## src/rtl/tser_tx.sv

```systemverilog
module tser_tx (
  input  logic        clk,
  input  logic        rst_n,
  input  logic        mode_we,
  input  logic [15:0] mode_wd,
  input  logic        bit_en,
  input  logic        dat_valid,
  input  logic [15:0] dat_word,
  input  logic        dat_last,
  output logic        dat_ready,
  input  logic        restart,
  input  logic        irq_en,
  input  logic [1:0]  st_clr,
  output logic        txd,
  output logic        buf_close,
  output logic        unr_st,
  output logic        txe_ev,
  output logic        irq,
  output logic        halted
);
  typedef enum logic [1:0] {S_IDLE, S_SHIFT, S_HALT} st_t;

  st_t         st;
  logic [3:0]  clen_q;
  logic        rev_q;
  logic        ten_q;
  logic [15:0] shreg;
  logic [3:0]  cnt;
  logic        lastf;
  logic [15:0] ord;

  wire unused_bits = ^{mode_wd[15], mode_wd[10:9], mode_wd[7:2], mode_wd[0]};

  wire [3:0] lenm1   = (clen_q < 4'd3) ? 4'd3 : clen_q;
  wire       chr_end = (st == S_SHIFT) && (cnt == 4'd0);
  wire       take    = dat_valid && dat_ready;
  wire       unr     = ten_q && bit_en && chr_end && !lastf && !dat_valid;

  assign dat_ready = ten_q && bit_en && ((st == S_IDLE) || (chr_end && !lastf));
  assign halted    = (st == S_HALT);
  assign irq       = txe_ev && irq_en;

  always_comb begin
    ord = '0;
    for (int i = 0; i < 16; i++)
      if (i <= int'(lenm1))
        ord[i] = rev_q ? dat_word[lenm1 - 4'(i)] : dat_word[i];
  end

  always_ff @(posedge clk) begin
    if (!rst_n) begin
      st        <= S_IDLE;
      clen_q    <= '0;
      rev_q     <= 1'b0;
      ten_q     <= 1'b0;
      shreg     <= '0;
      cnt       <= '0;
      lastf     <= 1'b0;
      txd       <= 1'b1;
      buf_close <= 1'b0;
      unr_st    <= 1'b0;
      txe_ev    <= 1'b0;
    end else begin
      buf_close <= 1'b0;
      if (mode_we) begin
        clen_q <= mode_wd[14:11];
        rev_q  <= mode_wd[8];
        ten_q  <= mode_wd[1];
      end
      if (st_clr[0]) unr_st <= 1'b0;
      if (st_clr[1]) txe_ev <= 1'b0;

      if (!ten_q) begin
        txd <= 1'b1;
        if (st == S_SHIFT) st <= S_IDLE;
      end else if (take) begin
        txd   <= ord[0];
        shreg <= ord >> 1;
        cnt   <= lenm1;
        lastf <= dat_last;
        st    <= S_SHIFT;
      end else if (unr) begin
        txd       <= 1'b1;
        st        <= S_HALT;
        buf_close <= 1'b1;
        unr_st    <= 1'b1;
        txe_ev    <= 1'b1;
      end else if (bit_en && st == S_SHIFT) begin
        if (cnt != 4'd0) begin
          txd   <= shreg[0];
          shreg <= shreg >> 1;
          cnt   <= cnt - 4'd1;
        end else begin
          txd       <= 1'b1;
          st        <= S_IDLE;
          buf_close <= 1'b1;
        end
      end

      if (st == S_HALT && restart) st <= S_IDLE;
    end
  end
endmodule

```

## config.mk

```make
export PLATFORM = sky130hd
export DESIGN_NAME = tser_tx
export DESIGN_NICKNAME = d
export VERILOG_FILES = /design/src/rtl/tser_tx.sv
export SDC_FILE = /design/constraint.sdc
export NUM_CORES = 1
export LEC_CHECK = 0
export BUFFER_PORTS_ARGS = -buffer_cell sky130_fd_sc_hd__buf_2
export CORE_UTILIZATION = 42
export DETAILED_ROUTE_END_ITERATION = 16
export PLACE_DENSITY = 0.71
export SYNTH_ARGS = -nofsm -noshare
export SYNTH_HDL_FRONTEND = slang
export SYNTH_SLANG_ARGS = --single-unit
```

## constraint.sdc

```tcl
create_clock -name clk -period 4.84 [get_ports clk]
set_clock_uncertainty 0.2 [all_clocks]
set_input_delay 0.242 -clock clk [delete_from_list [all_inputs] [get_ports clk]]
set_output_delay 0.242 -clock clk [all_outputs]
set_load 0.02 [all_outputs]
```

# Word level (Yosys, flattened, before mapping)

Cells that the tools add are included.

Bits in writable memories: 0
Input bits: 42
Memories kept: 0
Latch bits: 0
Output and inout bits: 7
Logic and storage cells: 186
Bits in registers: 33
ROM bits: 0

Bitwise gates (word level): 2
Div/mod/pow operators: 0
Multipliers: 0
$lt $le $gt $ge: 32
Shifts and indexed selects: 0
Eq/ne operators: 5
Muxes and demuxes: 93
Reductions and logical operators: 27
Add/sub/neg operators: 16

Operators by type and width:

| kind                | count |
|---|---|
| $lt 4x5->1 const B  | 16 |
| $bmux 1 s4          | 16 |
| $mux 16             | 4 |
| $mux 1              | 62 |
| $le 4x4->1 const A  | 8 |
| $sub 4x4->4 const B | 8 |
| $mux 4              | 5 |
| $le 3x4->1 const A  | 4 |
| $sub 4x3->4 const B | 4 |
| $mux 2              | 6 |
| $logic_and 1x1->1   | 11 |
| $le 2x4->1 const A  | 2 |
| $sub 4x1->4 const B | 2 |
| $sub 4x2->4 const B | 2 |
| $reduce_bool 2->1   | 3 |
| $le 1x4->1 const A  | 1 |
| $logic_not 4->1     | 1 |
| $lt 4x2->1 const B  | 1 |
| $ne 4x1->1 const B  | 1 |
| $ne 4x4->1 const B  | 1 |
| $reduce_and 2->1    | 2 |
| $reduce_and 4->1    | 1 |
| $reduce_bool 4->1   | 1 |
| $reduce_and 3->1    | 1 |
| other kinds (10)    | 12 |

# Longest topological paths before layout

Depth in word-level cells: 8
Mapped depth: 13
Mapped depth without buffers: 11

# Worst setup path before layout

Ideal clock, no wire load.

Path kind: register to register
From: register clen_q[2]
To: register shreg[14]
Stages on the path, launching flop included: 13
Data arrival time: 3176 ps
Period minus slack after synthesis: 3434 ps
Buffers on the path: 2
Setup slack: 1406 ps
Data required time: 4582 ps
Library setup time: 58 ps
Cell sequence: dfxtp_1 > clkbuf_1 > inv_1 > ha_1 > or2_2 > buf_2 > ha_1 > nand2b_1 > o221ai_2 > mux4_1 > mux2_2 > a21oi_1 > a31o_2

Cells in the longest elaborated chain, start to end: 8
Elaborated cells between the ends (all ways): 9
Those cells by class: add/sub: 1; order compare: 2; mux: 6

Ends and longest elaborated chain:

| what                         | line | RTL |
|---|---|---|
| start, declared              | 24   | `logic [3:0] clen_q;` |
| start signal, assigned       | 66   | `clen_q <= mode_wd[14:11];` |
| $lt 4x2->1                   | 34   | `wire [3:0] lenm1 = (clen_q < 4'd3) ? 4'd3 : clen_q;` |
| $mux 4 *                     | 34   |  |
| $sub 4x4->4                  | 47   | `ord[i] = rev_q ? dat_word[lenm1 - 4'(i)] : dat_word[i];` |
| $bmux 1 s4                   | 47   |  |
| $mux 1 (not written as such) | 47   |  |
| $mux 1                       | 47   |  |
| $mux 1 *                     | 46   | `if (i <= int'(lenm1))` |
| $mux 16 *                    | 76   | `end else if (take) begin` |
| end signal, assigned         | 78   | `shreg <= ord >> 1;` |
| end signal, assigned         | 91   | `shreg <= shreg >> 1;` |
| end, declared                | 27   | `logic [15:0] shreg;` |

Every way passes the cells marked *; elsewhere a longest branch is shown, timed or not. The select of a mux whose other input is x is not followed.
A chain may end at the register's enable or synchronous reset.

# Final worst setup path

From: register clen_q[3]
To: register shreg[14]

The elaborated chain is that of the path after synthesis.

==> results.cfg <==
[grt]
track_usage_pct = 24.5
grt_pass1_wl_um = 14600
overflow = 0
grt_max_degree = 30
antenna_found_initial = 0
first_global_vias = 2881

[cts]
cts_resized = 0
cts_buffer_depth = 2
clk_pin_slew_ns = 0.08
cts_max_level = 2
post_cts.repair.setup_buffers = 0
cts-root-buf = clkbuf_8
insertion_delay_ns = 0.29
cts.sinks = 32
cts_inserted_buffers = 5
cts_tree = built
hold_buffers = 5

[power]
powerDensity_nw_per_um2 = 239
netSwitchingFraction_pct = 33.9
pwr-share-seq_pct = 33.6
power.internal_w = 0.000556
p_switching_w = 0.000285
p_leak_nw = 1.36
power_w = 0.000841
ir_drop_v = 0.000120
clkPwrFrac_pct = 30.8
power.share.combinational_pct = 35.6

[yosys]
ys.flop_type = dfxtp_1
yosys-top-cells-area = dfxtp_1 20%, mux2i_1 9.1%, mux4_2 8.5%, a21oi_1 4.5%, nor2_1 3.9%
ys_warn_count = 0
ys_seq_elements = 32
synth_fp_nets = 430
synth-edff-count = 0
ys_async_sr_fraction_pct = 0
netlist.area_leader.share_pct = 20.0
netlist-cell-type-count = 73
synthCells = 379
synth_largest_area_cell = dfxtp_1
netlist_area_sq_um = 3200
ys_seq_area_share_pct = 20.0
syn_area_per_cell_sq_um = 8.43

[floorplanning]
io_pins = 49
initial_utilization_pct = 43.8
num_rows = 31
die_w_um = 89.2
core_area_sq_um = 7290
die-area_sq_um = 7960
fp.dieH_um = 89.2

[setup_path]
required_ns = 4.88
critPathMaxFanout = 21
start_kind = register
r2r_cells = 13
endpoint_kind = register
crit_type = register to register
arrival_ns = 3.72

[detailed_routing]
vias = 3265
drcViolationCount = 0
routedWlPerCell_um = 18.3
dr.pass1.iters = 6
drt-total-wl_um = 9300
vias_per_cell = 6.43
final_antenna_net_count = 0
drt_iter0_markers = 364

[worst_hold_path]
hold_path.class = input port to register
min_path_cells = 3

[sta]
rsz0062_at_grt = no
fin_crit_ns = 3.68
finalMaxSlewViolations = 0
fmax_mhz = 272
maxSlewHeadroom_pct = 27.3
setup_viol = 0
finalCritPeriodShare_pct = 76.1
finalHoldViolations = 0
max_slew.worst_pin.slew_ns = 1.08
setup_tns_ns = 0

[cells_and_area]
diodes = 0
nets = 459
drive_gt1_share_pct = 21.3
syn_to_final_growth_pct = 10.0

[outcome]
status = finished clean

[placed_design]
gp_congestion = 0.902
dp_hpwl_um = 6650
port_buffers = 38

[job]
maxCapViolCount = 0
## routing by layer
metal  GRT usage, %  share of wire (%)  up-vias
met5              0                  0        -
met4           8.66                2.7        0
met3           4.52                 11       31
met2           38.4                 44      220
met1           33.9                 43     1520
li1               -                  -     1494
## power groups by stage
| stage | clock (W) | sequential, W | combinational [W] |
|---|---|---|---|
| 2_1_floorplan | 0 | 0.000279 | 0.000230 |
| 3_3_place_gp | 0 | 0.000288 | 0.000281 |
| 3_5_place_dp | 0 | 0.000289 | 0.000288 |
| 4_1_cts | 0.000260 | 0.000283 | 0.000292 |
| 5_1_grt | 0.000273 | 0.000284 | 0.000323 |
| 6_report | 0.000259 | 0.000283 | 0.000299 |
## cells in the final DEF, fill, tap and decap left out, types with 3 or more instances in the layout
cell type	count
buf_2	38
nor2_1	33
dfxtp_1	32
a21oi_1	29
mux2i_1	29
nand2_1	28
o21ai_0	24
inv_1	20
a22oi_1	14
mux4_2	12
ha_1	9
nor3_1	8
o22ai_1	8
nand2b_1	6
and2_1	5
o211ai_1	5
a31oi_1	5
a22o_1	5
clkbuf_8	5
dlygate4sd3_1	5
buf_4	5
nand3b_1	4
nor2b_1	3
xnor2_1	3
a211oi_1	3
o22a_1	3
o2bb2ai_1	3
mux4_1	3
o31ai_1	3
mux2_2	3
## critical path, cell delays in order, from the launching register on
cell	delay, ns
dfxtp_1	0.30
buf_4	0.19
inv_1	0.20
ha_1	0.20
buf_4	0.25
nor2_2	0.06
inv_1	0.26
ha_1	0.34
or2b_2	0.33
o221ai_2	0.13
mux4_1	0.62
mux2_2	0.29
a21oi_1	0.14
a31o_2	0.11
## logic make-up (layout without fill, tap and decap cells)
| group | count (synthesis) | count (layout) | share of synthesized area, % |
|---|---|---|---|
| compound gates | 133 | 133 | 29.2 |
| simple gates | 106 | 106 | 16.4 |
| buf+inv | 48 | 78 | 8.50 |
| mux | 47 | 47 | 21.1 |
| flops | 32 | 32 | 20.0 |
| fa+ha+maj | 10 | 10 | 3.88 |
| xor+xnor | 3 | 3 | 0.822 |
## state kept, by name, indices dropped and copies added (netlist names)
name	cells
buf_close	1
clen_q	4
cnt	4
lastf	1
rev_q	1
shreg	15
st	2
ten_q	1
txd	1
txe_ev	1
unr_st	1
## area by class of cell
class,instances,area (sq um)
clock buffer,6,72.6
clock inverter,2,35.0
sequential,32,641
multi-input combinational,299,2280
fill,711,3780
inverter,22,82.6
timing repair buffer,48,278
tap,99,124
## metrics by stage
step | utilization [%] | cell area [sq um] | hold slack [ns] | setup WS, ns | instances
final | 48.2 | 3520 | 0.00152 | 1.16 | 508
after global routing | 48.2 | 3520 | 0.0127 | 0.989 | 508
after global placement | 46.1 | 3360 | 0.261 | 1.27 | 495
after detailed placement | 46.1 | 3360 | 0.267 | 1.24 | 495
after CTS | 48.2 | 3520 | 0.0103 | 1.22 | 508
after floorplan | - | 3200 | 0.178 | 1.41 | 379
## final timing paths
| check | start | endpoint | slack, ns |
|---|---|---|---|
| hold / removal | mode_wd[1] | ten_q | 0.002 |
| setup reg to reg | clen_q[3] | shreg[14] | 1.16 |
| setup / recovery | clen_q[3] | shreg[14] | 1.16 |
| hold reg to reg | cnt[1] | cnt[1] | 0.27 |
## cell usage after synthesis (all sizes together) (3+ instances only)
cell and count:
mux4 15, o22a 3, xnor2 3, a211oi 3, dfxtp 32, a22oi 14
and2 6, nand2b 6, a31oi 5, nand3b 4, a22o 5, o21ai 26
inv 22, nor3 8, ha 9, buf 9, o22ai 8, o211ai 5
nor2b 3, a21oi 29, mux2i 29, nand2 28, mux2 3, o31ai 3
clkbuf 17, a21boi 3, o2bb2ai 3, nor2 34
No activity file was read; power rests on OpenSTA's default activity.
